File: src/rtl/mbx_pkg.sv
package mbx_pkg;
  localparam int unsigned WORD_W     = 32;
  localparam int unsigned ADDR_W     = 12;
  localparam int unsigned SLOT_WORDS = 8;
  localparam int unsigned CTL_WORDS  = 32;
  localparam int unsigned COMB_REGS  = 4;
  localparam logic [4:0]  CTL_TAG    = 5'h1F;  // addr[11:7] of 0xF80..0xFFF

  // word index inside a 0x20 window slot (addr[4:2])
  localparam logic [2:0] SW_STAT   = 3'd0;
  localparam logic [2:0] SW_MASKED = 3'd1;
  localparam logic [2:0] SW_CLR    = 3'd2;
  localparam logic [2:0] SW_SET    = 3'd3;
  localparam logic [2:0] SW_FLAG   = 3'd4;
  localparam logic [2:0] SW_FCLR   = 3'd5;
  localparam logic [2:0] SW_FEN    = 3'd6;
  localparam logic [2:0] SW_MASK   = 3'd4;
  localparam logic [2:0] SW_MSET   = 3'd5;
  localparam logic [2:0] SW_MCLR   = 3'd6;

  // word index inside the control region (addr[6:2])
  localparam logic [4:0] CW_CFG     = 5'd0;
  localparam logic [4:0] CW_ACC_REQ = 5'd2;
  localparam logic [4:0] CW_ACC_RDY = 5'd3;
  localparam logic [4:0] CW_FIRQ_ST = 5'd4;
  localparam logic [4:0] CW_FIRQ_EN = 5'd6;
  localparam logic [4:0] CW_COMB0   = 5'd8;
  localparam logic [4:0] CW_ARCH    = 5'd19;
  localparam int unsigned FIRQ_COMB_BIT = 2;
endpackage

File: src/rtl/mbx_win.sv
module mbx_win import mbx_pkg::*; #(
  parameter bit HAS_TXIRQ = 1'b1
) (
  input  logic              clk_i,
  input  logic              rst_ni,
  input  logic              set_i,
  input  logic [WORD_W-1:0] set_val_i,
  input  logic              clr_i,
  input  logic [WORD_W-1:0] clr_val_i,
  input  logic              mset_i,
  input  logic              mclr_i,
  input  logic [WORD_W-1:0] mval_i,
  input  logic              fclr_i,
  input  logic              fen_we_i,
  input  logic              fen_val_i,
  output logic [WORD_W-1:0] stat_o,
  output logic [WORD_W-1:0] mask_o,
  output logic              flag_o,
  output logic              fen_o
);
  logic [WORD_W-1:0] stat_q, stat_d, mask_q, mask_d;
  logic fen_q;

  always_comb begin
    stat_d = stat_q;
    if (clr_i) stat_d = stat_d & ~clr_val_i;
    if (set_i) stat_d = stat_d | set_val_i;  // set wins over a same-cycle clear
    mask_d = mask_q;
    if (mset_i) mask_d = mask_d | mval_i;
    if (mclr_i) mask_d = mask_d & ~mval_i;
  end

  always_ff @(posedge clk_i or negedge rst_ni) begin
    if (!rst_ni) begin
      stat_q <= '0;
      mask_q <= '1;
      fen_q  <= 1'b0;
    end else begin
      stat_q <= stat_d;
      mask_q <= mask_d;
      if (fen_we_i) fen_q <= fen_val_i;
    end
  end

  assign stat_o = stat_q;
  assign mask_o = mask_q;
  assign fen_o  = fen_q;

  if (HAS_TXIRQ) begin : g_flag
    logic flag_q;
    always_ff @(posedge clk_i or negedge rst_ni) begin
      if (!rst_ni) flag_q <= 1'b0;
      else flag_q <= (flag_q & ~fclr_i) | ((stat_q != '0) && (stat_d == '0));
    end
    assign flag_o = flag_q;

    a_r6_flag_on_empty: assert property (@(posedge clk_i) disable iff (!rst_ni)
      $rose(flag_o) |-> (stat_o == '0) && ($past(stat_o) != '0));
  end else begin : g_noflag
    assign flag_o = 1'b0;
  end

  a_r2_set_sticks: assert property (@(posedge clk_i) disable iff (!rst_ni)
    set_i |=> ((stat_o & $past(set_val_i)) == $past(set_val_i)));
  a_r3_clear_drops: assert property (@(posedge clk_i) disable iff (!rst_ni)
    (clr_i && !set_i) |=> ((stat_o & $past(clr_val_i)) == '0));
  a_r4_mask_set: assert property (@(posedge clk_i) disable iff (!rst_ni)
    (mset_i && !mclr_i) |=> ((mask_o & $past(mval_i)) == $past(mval_i)));
endmodule

File: src/rtl/mbx_access.sv
module mbx_access (
  input  logic clk_i,
  input  logic rst_ni,
  input  logic we_i,
  input  logic val_i,
  output logic req_o,
  output logic rdy_o
);
  logic req_q, stg_q, rdy_q;

  always_ff @(posedge clk_i or negedge rst_ni) begin
    if (!rst_ni) begin
      req_q <= 1'b0;
      stg_q <= 1'b0;
      rdy_q <= 1'b0;
    end else begin
      if (we_i) req_q <= val_i;
      stg_q <= req_q;
      rdy_q <= stg_q & req_q;
    end
  end

  assign req_o = req_q;
  assign rdy_o = rdy_q & req_q;  // drops with the request, no lag

  a_r10_rdy_after_two: assert property (@(posedge clk_i) disable iff (!rst_ni)
    $rose(rdy_o) |-> ($past(req_o) && $past(req_o, 2)));
  a_r10_rdy_drops: assert property (@(posedge clk_i) disable iff (!rst_ni)
    (we_i && !val_i) |=> !rdy_o);
endmodule

File: src/rtl/mbx_rdmux.sv
module mbx_rdmux import mbx_pkg::*; #(
  parameter int unsigned NUM_WIN = 4
) (
  input  logic [ADDR_W-1:0]                             addr_i,
  input  logic [NUM_WIN-1:0][SLOT_WORDS-1:0][WORD_W-1:0] slot_i,
  input  logic [CTL_WORDS-1:0][WORD_W-1:0]               ctl_i,
  output logic [WORD_W-1:0]                              rdata_o
);
  localparam int unsigned IDX_W = (NUM_WIN > 1) ? $clog2(NUM_WIN) : 1;
  logic [6:0] idx;
  assign idx = addr_i[11:5];

  always_comb begin
    rdata_o = '0;
    if (addr_i[1:0] == 2'b00) begin
      if (addr_i[11:7] == CTL_TAG) rdata_o = ctl_i[addr_i[6:2]];
      else if (idx < 7'(NUM_WIN)) rdata_o = slot_i[idx[IDX_W-1:0]][addr_i[4:2]];
    end
  end
endmodule

File: src/rtl/mbx_window_bank.sv
module mbx_window_bank import mbx_pkg::*; #(
  parameter int unsigned NUM_WIN    = 4,
  parameter int unsigned ARCH_MINOR = 1,
  parameter int unsigned ARCH_MAJOR = 2
) (
  input  logic        clk_i,
  input  logic        rst_ni,
  input  logic        tx_req_i,
  input  logic        tx_we_i,
  input  logic [11:0] tx_addr_i,
  input  logic [31:0] tx_wdata_i,
  output logic [31:0] tx_rdata_o,
  input  logic        rx_req_i,
  input  logic        rx_we_i,
  input  logic [11:0] rx_addr_i,
  input  logic [31:0] rx_wdata_i,
  output logic [31:0] rx_rdata_o,
  output logic        rx_irq_o,
  output logic        tx_irq_o
);
  localparam bit          HAS_TXIRQ = (ARCH_MINOR != 0);
  localparam int unsigned COMB_W    = COMB_REGS * WORD_W;
  localparam logic [WORD_W-1:0] CFG_WORD  = WORD_W'(7'(NUM_WIN));
  localparam logic [WORD_W-1:0] ARCH_WORD = WORD_W'({4'(ARCH_MAJOR), 4'(ARCH_MINOR)});

  logic [NUM_WIN-1:0][WORD_W-1:0] stat, mask;
  logic [NUM_WIN-1:0] flag, fen, scomb, rcomb;
  logic [COMB_W-1:0]  scomb_w, rcomb_w;
  logic tx_wr, rx_wr, tx_ctl, acc_req, acc_rdy, firq_en_q, tx_pend;
  logic [NUM_WIN-1:0][SLOT_WORDS-1:0][WORD_W-1:0] tx_slot, rx_slot;
  logic [CTL_WORDS-1:0][WORD_W-1:0] tx_ctlw, rx_ctlw;
  logic [WORD_W-1:0] tx_mux, rx_mux, tx_rdata_q, rx_rdata_q;

  assign tx_wr  = tx_req_i && tx_we_i && (tx_addr_i[1:0] == 2'b00);
  assign rx_wr  = rx_req_i && rx_we_i && (rx_addr_i[1:0] == 2'b00);
  assign tx_ctl = tx_addr_i[11:7] == CTL_TAG;

  for (genvar w = 0; w < NUM_WIN; w++) begin : g_win
    logic tx_sel, rx_sel;
    assign tx_sel = tx_wr && (tx_addr_i[11:5] == 7'(w));
    assign rx_sel = rx_wr && (rx_addr_i[11:5] == 7'(w));

    mbx_win #(.HAS_TXIRQ(HAS_TXIRQ)) u_win (
      .clk_i     (clk_i),
      .rst_ni    (rst_ni),
      .set_i     (tx_sel && (tx_addr_i[4:2] == SW_SET)),
      .set_val_i (tx_wdata_i),
      .clr_i     (rx_sel && (rx_addr_i[4:2] == SW_CLR)),
      .clr_val_i (rx_wdata_i),
      .mset_i    (rx_sel && (rx_addr_i[4:2] == SW_MSET)),
      .mclr_i    (rx_sel && (rx_addr_i[4:2] == SW_MCLR)),
      .mval_i    (rx_wdata_i),
      .fclr_i    (tx_sel && (tx_addr_i[4:2] == SW_FCLR) && tx_wdata_i[0]),
      .fen_we_i  (tx_sel && (tx_addr_i[4:2] == SW_FEN)),
      .fen_val_i (tx_wdata_i[0]),
      .stat_o    (stat[w]),
      .mask_o    (mask[w]),
      .flag_o    (flag[w]),
      .fen_o     (fen[w])
    );

    assign scomb[w] = flag[w] & fen[w];
    assign rcomb[w] = |(stat[w] & ~mask[w]);
  end

  assign scomb_w = COMB_W'(scomb);
  assign rcomb_w = COMB_W'(rcomb);

  mbx_access u_acc (
    .clk_i  (clk_i),
    .rst_ni (rst_ni),
    .we_i   (tx_wr && tx_ctl && (tx_addr_i[6:2] == CW_ACC_REQ)),
    .val_i  (tx_wdata_i[0]),
    .req_o  (acc_req),
    .rdy_o  (acc_rdy)
  );

  always_ff @(posedge clk_i or negedge rst_ni) begin
    if (!rst_ni) firq_en_q <= 1'b0;
    else if (tx_wr && tx_ctl && (tx_addr_i[6:2] == CW_FIRQ_EN))
      firq_en_q <= tx_wdata_i[FIRQ_COMB_BIT];
  end

  assign tx_pend  = |scomb;
  assign tx_irq_o = firq_en_q & tx_pend;
  assign rx_irq_o = |rcomb;

  always_comb begin
    tx_slot = '0;
    rx_slot = '0;
    for (int w = 0; w < NUM_WIN; w++) begin
      tx_slot[w][SW_STAT]   = stat[w];
      tx_slot[w][SW_FLAG]   = WORD_W'(flag[w]);
      tx_slot[w][SW_FEN]    = WORD_W'(fen[w]);
      rx_slot[w][SW_STAT]   = stat[w];
      rx_slot[w][SW_MASKED] = stat[w] & ~mask[w];
      rx_slot[w][SW_MASK]   = mask[w];
    end
    tx_ctlw = '0;
    rx_ctlw = '0;
    tx_ctlw[CW_CFG]     = CFG_WORD;
    rx_ctlw[CW_CFG]     = CFG_WORD;
    tx_ctlw[CW_ARCH]    = ARCH_WORD;
    rx_ctlw[CW_ARCH]    = ARCH_WORD;
    tx_ctlw[CW_ACC_REQ] = WORD_W'(acc_req);
    tx_ctlw[CW_ACC_RDY] = WORD_W'(acc_rdy);
    tx_ctlw[CW_FIRQ_ST][FIRQ_COMB_BIT] = tx_pend;
    tx_ctlw[CW_FIRQ_EN][FIRQ_COMB_BIT] = firq_en_q;
    for (int k = 0; k < COMB_REGS; k++) begin
      tx_ctlw[CW_COMB0 + 5'(k)] = scomb_w[k*WORD_W +: WORD_W];
      rx_ctlw[CW_COMB0 + 5'(k)] = rcomb_w[k*WORD_W +: WORD_W];
    end
  end

  mbx_rdmux #(.NUM_WIN(NUM_WIN)) u_tx_mux (
    .addr_i (tx_addr_i), .slot_i (tx_slot), .ctl_i (tx_ctlw), .rdata_o (tx_mux)
  );
  mbx_rdmux #(.NUM_WIN(NUM_WIN)) u_rx_mux (
    .addr_i (rx_addr_i), .slot_i (rx_slot), .ctl_i (rx_ctlw), .rdata_o (rx_mux)
  );

  always_ff @(posedge clk_i or negedge rst_ni) begin
    if (!rst_ni) begin
      tx_rdata_q <= '0;
      rx_rdata_q <= '0;
    end else begin
      if (tx_req_i && !tx_we_i) tx_rdata_q <= tx_mux;
      if (rx_req_i && !rx_we_i) rx_rdata_q <= rx_mux;
    end
  end

  assign tx_rdata_o = tx_rdata_q;
  assign rx_rdata_o = rx_rdata_q;

  a_r5_rxirq_fall_cause: assert property (@(posedge clk_i) disable iff (!rst_ni)
    $fell(rx_irq_o) |-> $past(rx_req_i && rx_we_i));
  a_r7_txirq_rise_cause: assert property (@(posedge clk_i) disable iff (!rst_ni)
    $rose(tx_irq_o) |-> $past((rx_req_i && rx_we_i) || (tx_req_i && tx_we_i)));
  a_r11_misaligned_zero: assert property (@(posedge clk_i) disable iff (!rst_ni)
    (tx_req_i && !tx_we_i && (tx_addr_i[1:0] != 2'b00)) |=> (tx_rdata_o == '0));
endmodule

File: config.mk
export PLATFORM = sky130hd
export DESIGN_NAME = mbx_window_bank
export DESIGN_NICKNAME = d
export VERILOG_FILES = /design/src/rtl/mbx_pkg.sv /design/src/rtl/mbx_win.sv /design/src/rtl/mbx_access.sv /design/src/rtl/mbx_rdmux.sv /design/src/rtl/mbx_window_bank.sv
export SDC_FILE = /design/constraint.sdc
export NUM_CORES = 1
export LEC_CHECK = 0
export BUFFER_PORTS_ARGS = -buffer_cell sky130_fd_sc_hd__buf_2
export CORE_ASPECT_RATIO = 1.25
export CORE_MARGIN = 2
export CORE_UTILIZATION = 35
export DETAILED_ROUTE_END_ITERATION = 8
export PLACE_DENSITY_LB_ADDON = 0.05
export REMOVE_ABC_BUFFERS = 1
export SLEW_MARGIN = 20
export SYNTH_ARGS = -nofsm -noshare
export SYNTH_HDL_FRONTEND = slang
export SYNTH_SLANG_ARGS = --single-unit
File: constraint.sdc
create_clock -name clk_i -period 6.4 [get_ports clk_i]
set_input_delay 0.96 -clock clk_i [delete_from_list [all_inputs] [get_ports clk_i]]
set_output_delay 0.96 -clock clk_i [all_outputs]
set_load 0.05 [all_outputs]
======== Yosys cells after proc, flatten, opt, wreduce, memory -nomap -nowiden ========
Cells that the tools add are included.
W data, S select, Z words.
storage, ports and cells
  bits in registers ....................... 332
  input port bits ......................... 94
  word-level logic and storage cells ...... 193
operators by class
  order comparisons ....................... 8
  multiplexer cells ....................... 34
  bitwise operators ....................... 44
  equality and inequality tests ........... 16
  reductions and logical operators ........ 69
operators with widths
  kind                  count
  $bmux W256 S2         2
  $mux W32              26
  $mux W256             2
  $and A32 B32 Y32      12
  $bmux W32 S5          2
  $or A32 B32 Y32       8
  $bmux W32 S3          2
  $not A32 Y32          5
  $logic_not A32 Y1     4
  $reduce_bool A32 Y1   4
  $reduce_or A128 Y1    1
  $reduce_or A32 Y1     4
  $logic_and A1 B1 Y1   49
  $eq A7 B2 Y1 const B  4
  $eq A7 B1 Y1 const B  2
  $logic_not A7 Y1      2
  $lt A7 B3 Y1 const B  2
  $eq A3 B3 Y1 const B  4
  $lt A5 B6 Y1 const B  2
  $and A1 B1 Y1         11
  $eq A5 B5 Y1 const B  2
  $lt A3 B4 Y1 const B  2
  $eq A3 B2 Y1 const B  2
  $lt A2 B3 Y1 const B  2
  7 further kinds       15

======== Longest topological paths before layout ========
  depth in word-level cells ............... 10
  gate-level depth with buffers ........... 10

======== By module ========
A second synthesis with hierarchy kept.
second synthesis, totals
  cell total of the unflattened synthesis .. 4109
  area, all modules ....................... 48490.3 um^2
by module, submodules not included
  module           times used  seq. area each (um^2)  cells each  area an instance (um^2)
  mbx_rdmux        2           0.0                    1404        16926.2
  mbx_win          4           1691.6                 230         2632.5
  mbx_window_bank  1           1626.6                 375         4005.1
  mbx_access       1           75.1                   6           102.6

======== Least setup slack after synthesis ========
No wires, ideal clock.
  path kind ............................... in2reg
  start ................................... in rx_addr_i[11]
  end ..................................... reg g_win[0].u_win.g_flag.flag_q
  arrival ................................. 3468 ps
  setup time .............................. 103 ps
  setup slack ............................. 2828 ps
  buffers on the path ..................... 0
  data required time ...................... 6297 ps
  stages on the path ...................... 7
  cell sequence ........................... or4_4 -> nor3_4 -> nand3_1 -> a22o_1 -> or4_1 -> or4_1 -> o41ai_2
on the way
  longest elaborated chain between the ends .. 9
RTL lines
  item                           RTL line               RTL
  start, declared                mbx_window_bank.sv:15  input logic [11:0] rx_addr_i,
  $logic_not A7 Y1 (*)           mbx_window_bank.sv:41  assign rx_sel = rx_wr && (rx_addr_i[11:5] == 7'(w));
  $logic_and A1 B1 Y1 (*)        mbx_window_bank.sv:41
  $logic_and A1 B1 Y1 (*)        mbx_window_bank.sv:48  .clr_i (rx_sel && (rx_addr_i[4:2] == SW_CLR)),
  $mux W32 (*)                   mbx_win.sv:26          if (clr_i) stat_d = stat_d & ~clr_val_i;
  $or A32 B32 Y32                mbx_win.sv:27          if (set_i) stat_d = stat_d | set_val_i;
  $mux W32 (*)                   mbx_win.sv:27
  net g_win[0].u_win.stat_d[30]  mbx_win.sv:21          logic [WORD_W-1:0] stat_q, stat_d, mask_q, mask_d;
  $logic_not A32 Y1 (*)          mbx_win.sv:53          else flag_q <= (flag_q & ~fclr_i) | ((stat_q != '0) && (stat_d == '0));
  $logic_and A1 B1 Y1 (*)        mbx_win.sv:53
  $or A1 B1 Y1 (*)               mbx_win.sv:53
  end signal, assigned           mbx_win.sv:53
  end, declared                  mbx_win.sv:50          logic flag_q;
The timed path passes the listed nets; every way through them passes the cells marked *.
A chain may end at the register's enable or synchronous reset.

======== Final worst setup path ========
  start ................................... in rx_addr_i[5]
  end ..................................... reg g_win[1].u_win.g_flag.flag_q
on the way
  longest elaborated chain between the ends .. 9
RTL lines
  item                     RTL line
  $eq A7 B1 Y1 (*)         mbx_window_bank.sv:41
  $logic_and A1 B1 Y1 (*)  mbx_window_bank.sv:41
  $logic_and A1 B1 Y1 (*)  mbx_window_bank.sv:48
  $mux W32 (*)             mbx_win.sv:26
  $or A32 B32 Y32          mbx_win.sv:27
  $mux W32 (*)             mbx_win.sv:27
  $logic_not A32 Y1 (*)    mbx_win.sv:53
  $logic_and A1 B1 Y1 (*)  mbx_win.sv:53
  $or A1 B1 Y1 (*)         mbx_win.sv:53
  end signal, assigned     mbx_win.sv:53
  end, declared            mbx_win.sv:50
Mark *: on every way between the ends. The rest lies on a longest branch, timed or not.

==> impl_table.tex <==
\begin{tabular}{lr}
\hline
Metric & Value \\
\hline
\multicolumn{2}{l}{\textbf{Status}} \\
\quad Result of the run & complete, no violations \\
\multicolumn{2}{l}{\textbf{Placed design}} \\
\quad Post-DP HPWL & approximately 76,000 µm \\
\quad Last weighted congestion value of the routability-driven placer & between 0.9 and 1 \\
\quad Total placed instance area & about 20,000 µm² \\
\quad Worst setup slack before clock tree synthesis & about 1600 ps \\
\quad I/O Buffers & between 150 and 200 \\
\multicolumn{2}{l}{\textbf{Power and ir drop}} \\
\quad Net switching component of the power & 1240 µW \\
\quad Share of total power consumed by net switching & 0.251 \\
\quad Part of the total power dissipated in the clock network & 0.496 \\
\quad Worst IR Drop VDD & roughly 0.17 mV \\
\quad Proportion of power drawn by flip-flops and latches & 0.430 \\
\quad P per Cell Area & roughly 240 nW/µm² \\
\quad Pleak & 0.00888 µW \\
\quad Combinational group share of total power & 0.074 \\
\quad P\_int & about 3700 µW \\
\multicolumn{2}{l}{\textbf{GRT}} \\
\quad Vias in the first global route & around 17,000 \\
\quad Busiest grt layer & met2 \\
\quad Grt ovf & 0 \\
\quad Pin count of the biggest net entering global routing & roughly 140 \\
\quad Met2 usage in global routing & 0.562 \\
\quad First-pass GRT wire length & between 100,000 and 150,000 µm \\
\quad All-Layer GR Usage & 0.382 \\
\quad Antenna violations before repair & 5 \\
\quad Met3 Resource Use GR & 0.0849 \\
\quad Routing usage on met1 & 0.510 \\
\multicolumn{2}{l}{\textbf{Routing}} \\
\quad Via count & around 17,000 \\
\quad Average wire length per cell after detail routing & slightly below 40 µm \\
\quad Final ANT Viol Nets & 0 \\
\quad Count of unresolved DRC violations after routing & 0 \\
\quad Routed via count divided by cell count & between 6 and 7 \\
\quad Overall routed net length & 101,000 µm \\
\quad Number of DRC markers in iteration 0 & $\sim$2,400 \\
\quad TritonRoute pass-1 iters & 6 \\
\multicolumn{2}{l}{\textbf{Die}} \\
\quad Chip Width & approximately 210 µm \\
\quad Number of placed I/O pins & between 150 and 200 \\
\quad Number of placement rows & 92 \\
\quad Full die area & $\sim$53,000 µm² \\
\quad Initial core utilization & 0.355 \\
\quad Die H & between 200 and 300 µm \\
\quad Core area & about 51,000 µm² \\
\multicolumn{2}{l}{\textbf{Synth}} \\
\quad Proportion of register bits with asynchronous set or reset after synthesis & 1.00 \\
\quad Combinational family with the most area after synthesis & compound AO/OA/AOI/OAI gates \\
\quad Synth Flop Type & sky130\_fd\_sc\_hd\_\_dfrtp\_1 \\
\quad Proportion of synthesized area in mux cells & 0.127 \\
\quad Synth warn & 0 \\
\quad Count of mapped cells out of synthesis & about 1,800 \\
\quad Biggest area contributors in the synthesized netlist & sky130\_fd\_sc\_hd\_\_dfrtp\_1 28\%, sky130\_fd\_sc\_hd\_\_dfstp\_2 19\%, sky130\_fd\_sc\_hd\_\_mux4\_2 12\%, sky130\_fd\_sc\_hd\_\_a21oi\_1 8.4\%, sky130\_fd\_sc\_hd\_\_nand2\_1 4.9\% \\
\quad Number of synthesized register bits & 332 \\
\quad Synthesized cell area & 18,000 µm² \\
\quad Arithmetic-cell share of the synthesized area counting full adders, half adders and majority gates & 0 \\
\quad Fraction of the mapped netlist area in simple logic gates & 0.137 \\
\quad Most area-hungry cell type in the Yosys netlist & sky130\_fd\_sc\_hd\_\_dfrtp\_1 \\
\quad Fraction of synthesized cell area in xor and xnor cells & 0 \\
\quad Count of flip-flops with a built-in enable after synthesis & 0 \\
\quad Portion of the post-synthesis area used by sequential elements & 0.472 \\
\quad Mean cell area of the mapped netlist & between 10 and 15 µm² \\
\quad Distinct cell type count of the synthesized netlist & 65 \\
\quad Count leader, synth & sky130\_fd\_sc\_hd\_\_a21oi\_1 \\
\quad Complex-gate fraction of the synthesized area & 0.210 \\
\quad Top cells by instance count after synthesis & 300 x sky130\_fd\_sc\_hd\_\_a21oi\_1, 234 x sky130\_fd\_sc\_hd\_\_nand2\_1, 204 x sky130\_fd\_sc\_hd\_\_dfrtp\_1 \\
\quad Top-area cell type share of the netlist area & 0.284 \\
\multicolumn{2}{l}{\textbf{Clock network}} \\
\quad H-tree lvl count & 2 \\
\quad Clock tree from TritonCTS & done \\
\quad Root buffer cell & sky130\_fd\_sc\_hd\_\_clkbuf\_16 \\
\quad Clock transition at path regs & approximately 70 ps \\
\quad Worst-Skew Late Latency & 570 ps \\
\quad CTS sink cnt & roughly 330 \\
\quad Count of cells resized by post-cts repair & 0 \\
\quad CTS Buffer Depth & 3 \\
\quad Inserted Clock Buffers & 39 \\
\quad Post-CTS setup buffers & 0 \\
\quad \# hold bufs at CTS & 0 \\
\multicolumn{2}{l}{\textbf{Final layout}} \\
\quad Final nets & 1,995 \\
\quad Cell area after layout & 20,800 µm² \\
\quad Antenna diode count & 0 \\
\quad Area growth from synthesis to layout & 16.1\% \\
\quad Ratio of cells with drive above 1 in the final layout & 0.273 \\
\multicolumn{2}{l}{\textbf{Timing}} \\
\quad Highest attainable clock frequency & around 230 MHz \\
\quad Final setup slack of the worst path & $\sim$2000 ps \\
\quad Final total negative setup slack & 0 ps \\
\quad Number of max-slew violations in the final report & 0 \\
\quad Fin Clk Skew & roughly 17 ps \\
\quad Final min period & approximately 4400 ps \\
\quad RSZ-0062 raised after global routing & no \\
\quad Endpoints failing hold & 0 \\
\quad Measured slew at the worst slew-check pin & roughly 1200 ps \\
\quad Normalized max-slew margin & 0.208 \\
\quad Final number of setup-violating endpoints & 0 \\
\quad Ratio of final minimum period to clock period & 0.682 \\
\multicolumn{2}{l}{\textbf{Job}} \\
\quad Count of max-cap constraint violations & 0 \\
\multicolumn{2}{l}{\textbf{Critical path}} \\
\quad Data arrival time at the worst-slack endpoint & 4880 ps \\
\quad Startpoint type of the worst setup path & input pin \\
\quad Startpoint of the most critical setup path & rx\_addr\_i[5] \\
\quad Highest net fanout along the worst path & 30 \\
\quad Critical register-to-register path startpoint & g\_win[2].u\_win.stat\_o[18] \\
\quad Worst Setup End Kind & register \\
\quad Req. time, crit path & between 6000 and 7000 ps \\
\quad Critical path start-end classification & in -> reg \\
\multicolumn{2}{l}{\textbf{Hold path}} \\
\quad Class of the worst hold path & in -> async \\
\hline
\end{tabular}
-- per-stage QoR --
| step | utilization | instances | power (µW) | hold WS (ps) |
|---|---|---|---|---|
| 2_1_floorplan | - | 1662 | 2240 | 383 |
| 3_3_place_gp | 0.385 | 2518 | 2510 | 412 |
| 3_5_place_dp | 0.385 | 2518 | 2510 | 426 |
| 4_1_cts | 0.412 | 2585 | 4960 | 354 |
| 5_1_grt | 0.413 | 2585 | 5060 | 378 |
| 6_report | 0.413 | 2585 | 4920 | 325 |
-- worst max-delay path: stages --
cell	delay (ps)
sky130_fd_sc_hd__buf_4	470
sky130_fd_sc_hd__nor3b_2	930
sky130_fd_sc_hd__nand3_1	670
sky130_fd_sc_hd__o21ai_0	320
sky130_fd_sc_hd__a21boi_0	390
sky130_fd_sc_hd__or4bb_1	540
sky130_fd_sc_hd__nor4_1	360
sky130_fd_sc_hd__a31o_2	210
-- cell usage in the layout (no fill, tap or decap), drive strengths merged, types with 4 or more instances in the layout --
cell,n
o22ai,53
and3,5
mux2,6
o211ai,5
o31ai,5
nand4b,5
a32o,24
nand3,28
clkbuf,54
nand3b,5
nand2,234
inv,126
dfrtp,204
a22o,68
buf,198
bufinv,5
o21ai,77
or3,4
nor4,59
nor2b,5
nor2,36
or2,6
or4,21
o2111ai,4
nand4,21
a21boi,9
a22oi,4
a21oi,300
dfstp,128
nand2b,20
nor3,15
mux4,98
a21o,40
clkinv,8
-- power groups by stage --
stage               sequential (µW)  combinational [µW]  clock [µW]
floorplan                      2150                94.4           0
global placement               2150                 357           0
detailed placement             2150                 356           0
CTS                            2120                 357        2480
global route                   2120                 377        2570
finish                         2120                 362        2440
-- area by class of cell --
| cell class | count | area, µm² |
|---|---|---|
| fillers | 5007 | 29700 |
| multi-input cells | 1203 | 8580 |
| flip-flops and latches | 332 | 8470 |
| clock buffers | 54 | 1170 |
| repair buffers | 198 | 1130 |
| well taps | 658 | 823 |
| inverters | 127 | 477 |
| clock inverters | 13 | 200 |
-- final timing paths --
| kind | cells after the start | endpoint | slack (ps) |
|---|---|---|---|
| setup / recovery | 8 | g_win[1].u_win.flag_o | 2040 |
| hold / removal | 1 | u_acc.req_o | 330 |
| setup reg to reg | 7 | g_win[2].u_win.flag_o | 3840 |
| hold reg to reg | 0 | u_acc.stg_q | 430 |
| max in group asynchronous | 2 | rx_rdata_o[20] | 4760 |
| min in group clk_i | 0 | u_acc.stg_q | 430 |
-- cell families after synthesis --
| logic type | after synthesis |
|---|---|
| compound gates | 613 |
| simple gates | 486 |
| mux | 104 |
| flops | 332 |
| buf+inv | 259 |
-- metal layers --
layer  vias up  share of wire  wire [µm]
li1       6900              -          -
met1      8766           0.39      39500
met2      1135           0.44      44300
met3       319          0.093       9370
met4         6          0.076       7700
met5         -        0.00036         36
No activity file was read; power rests on OpenSTA's default activity.
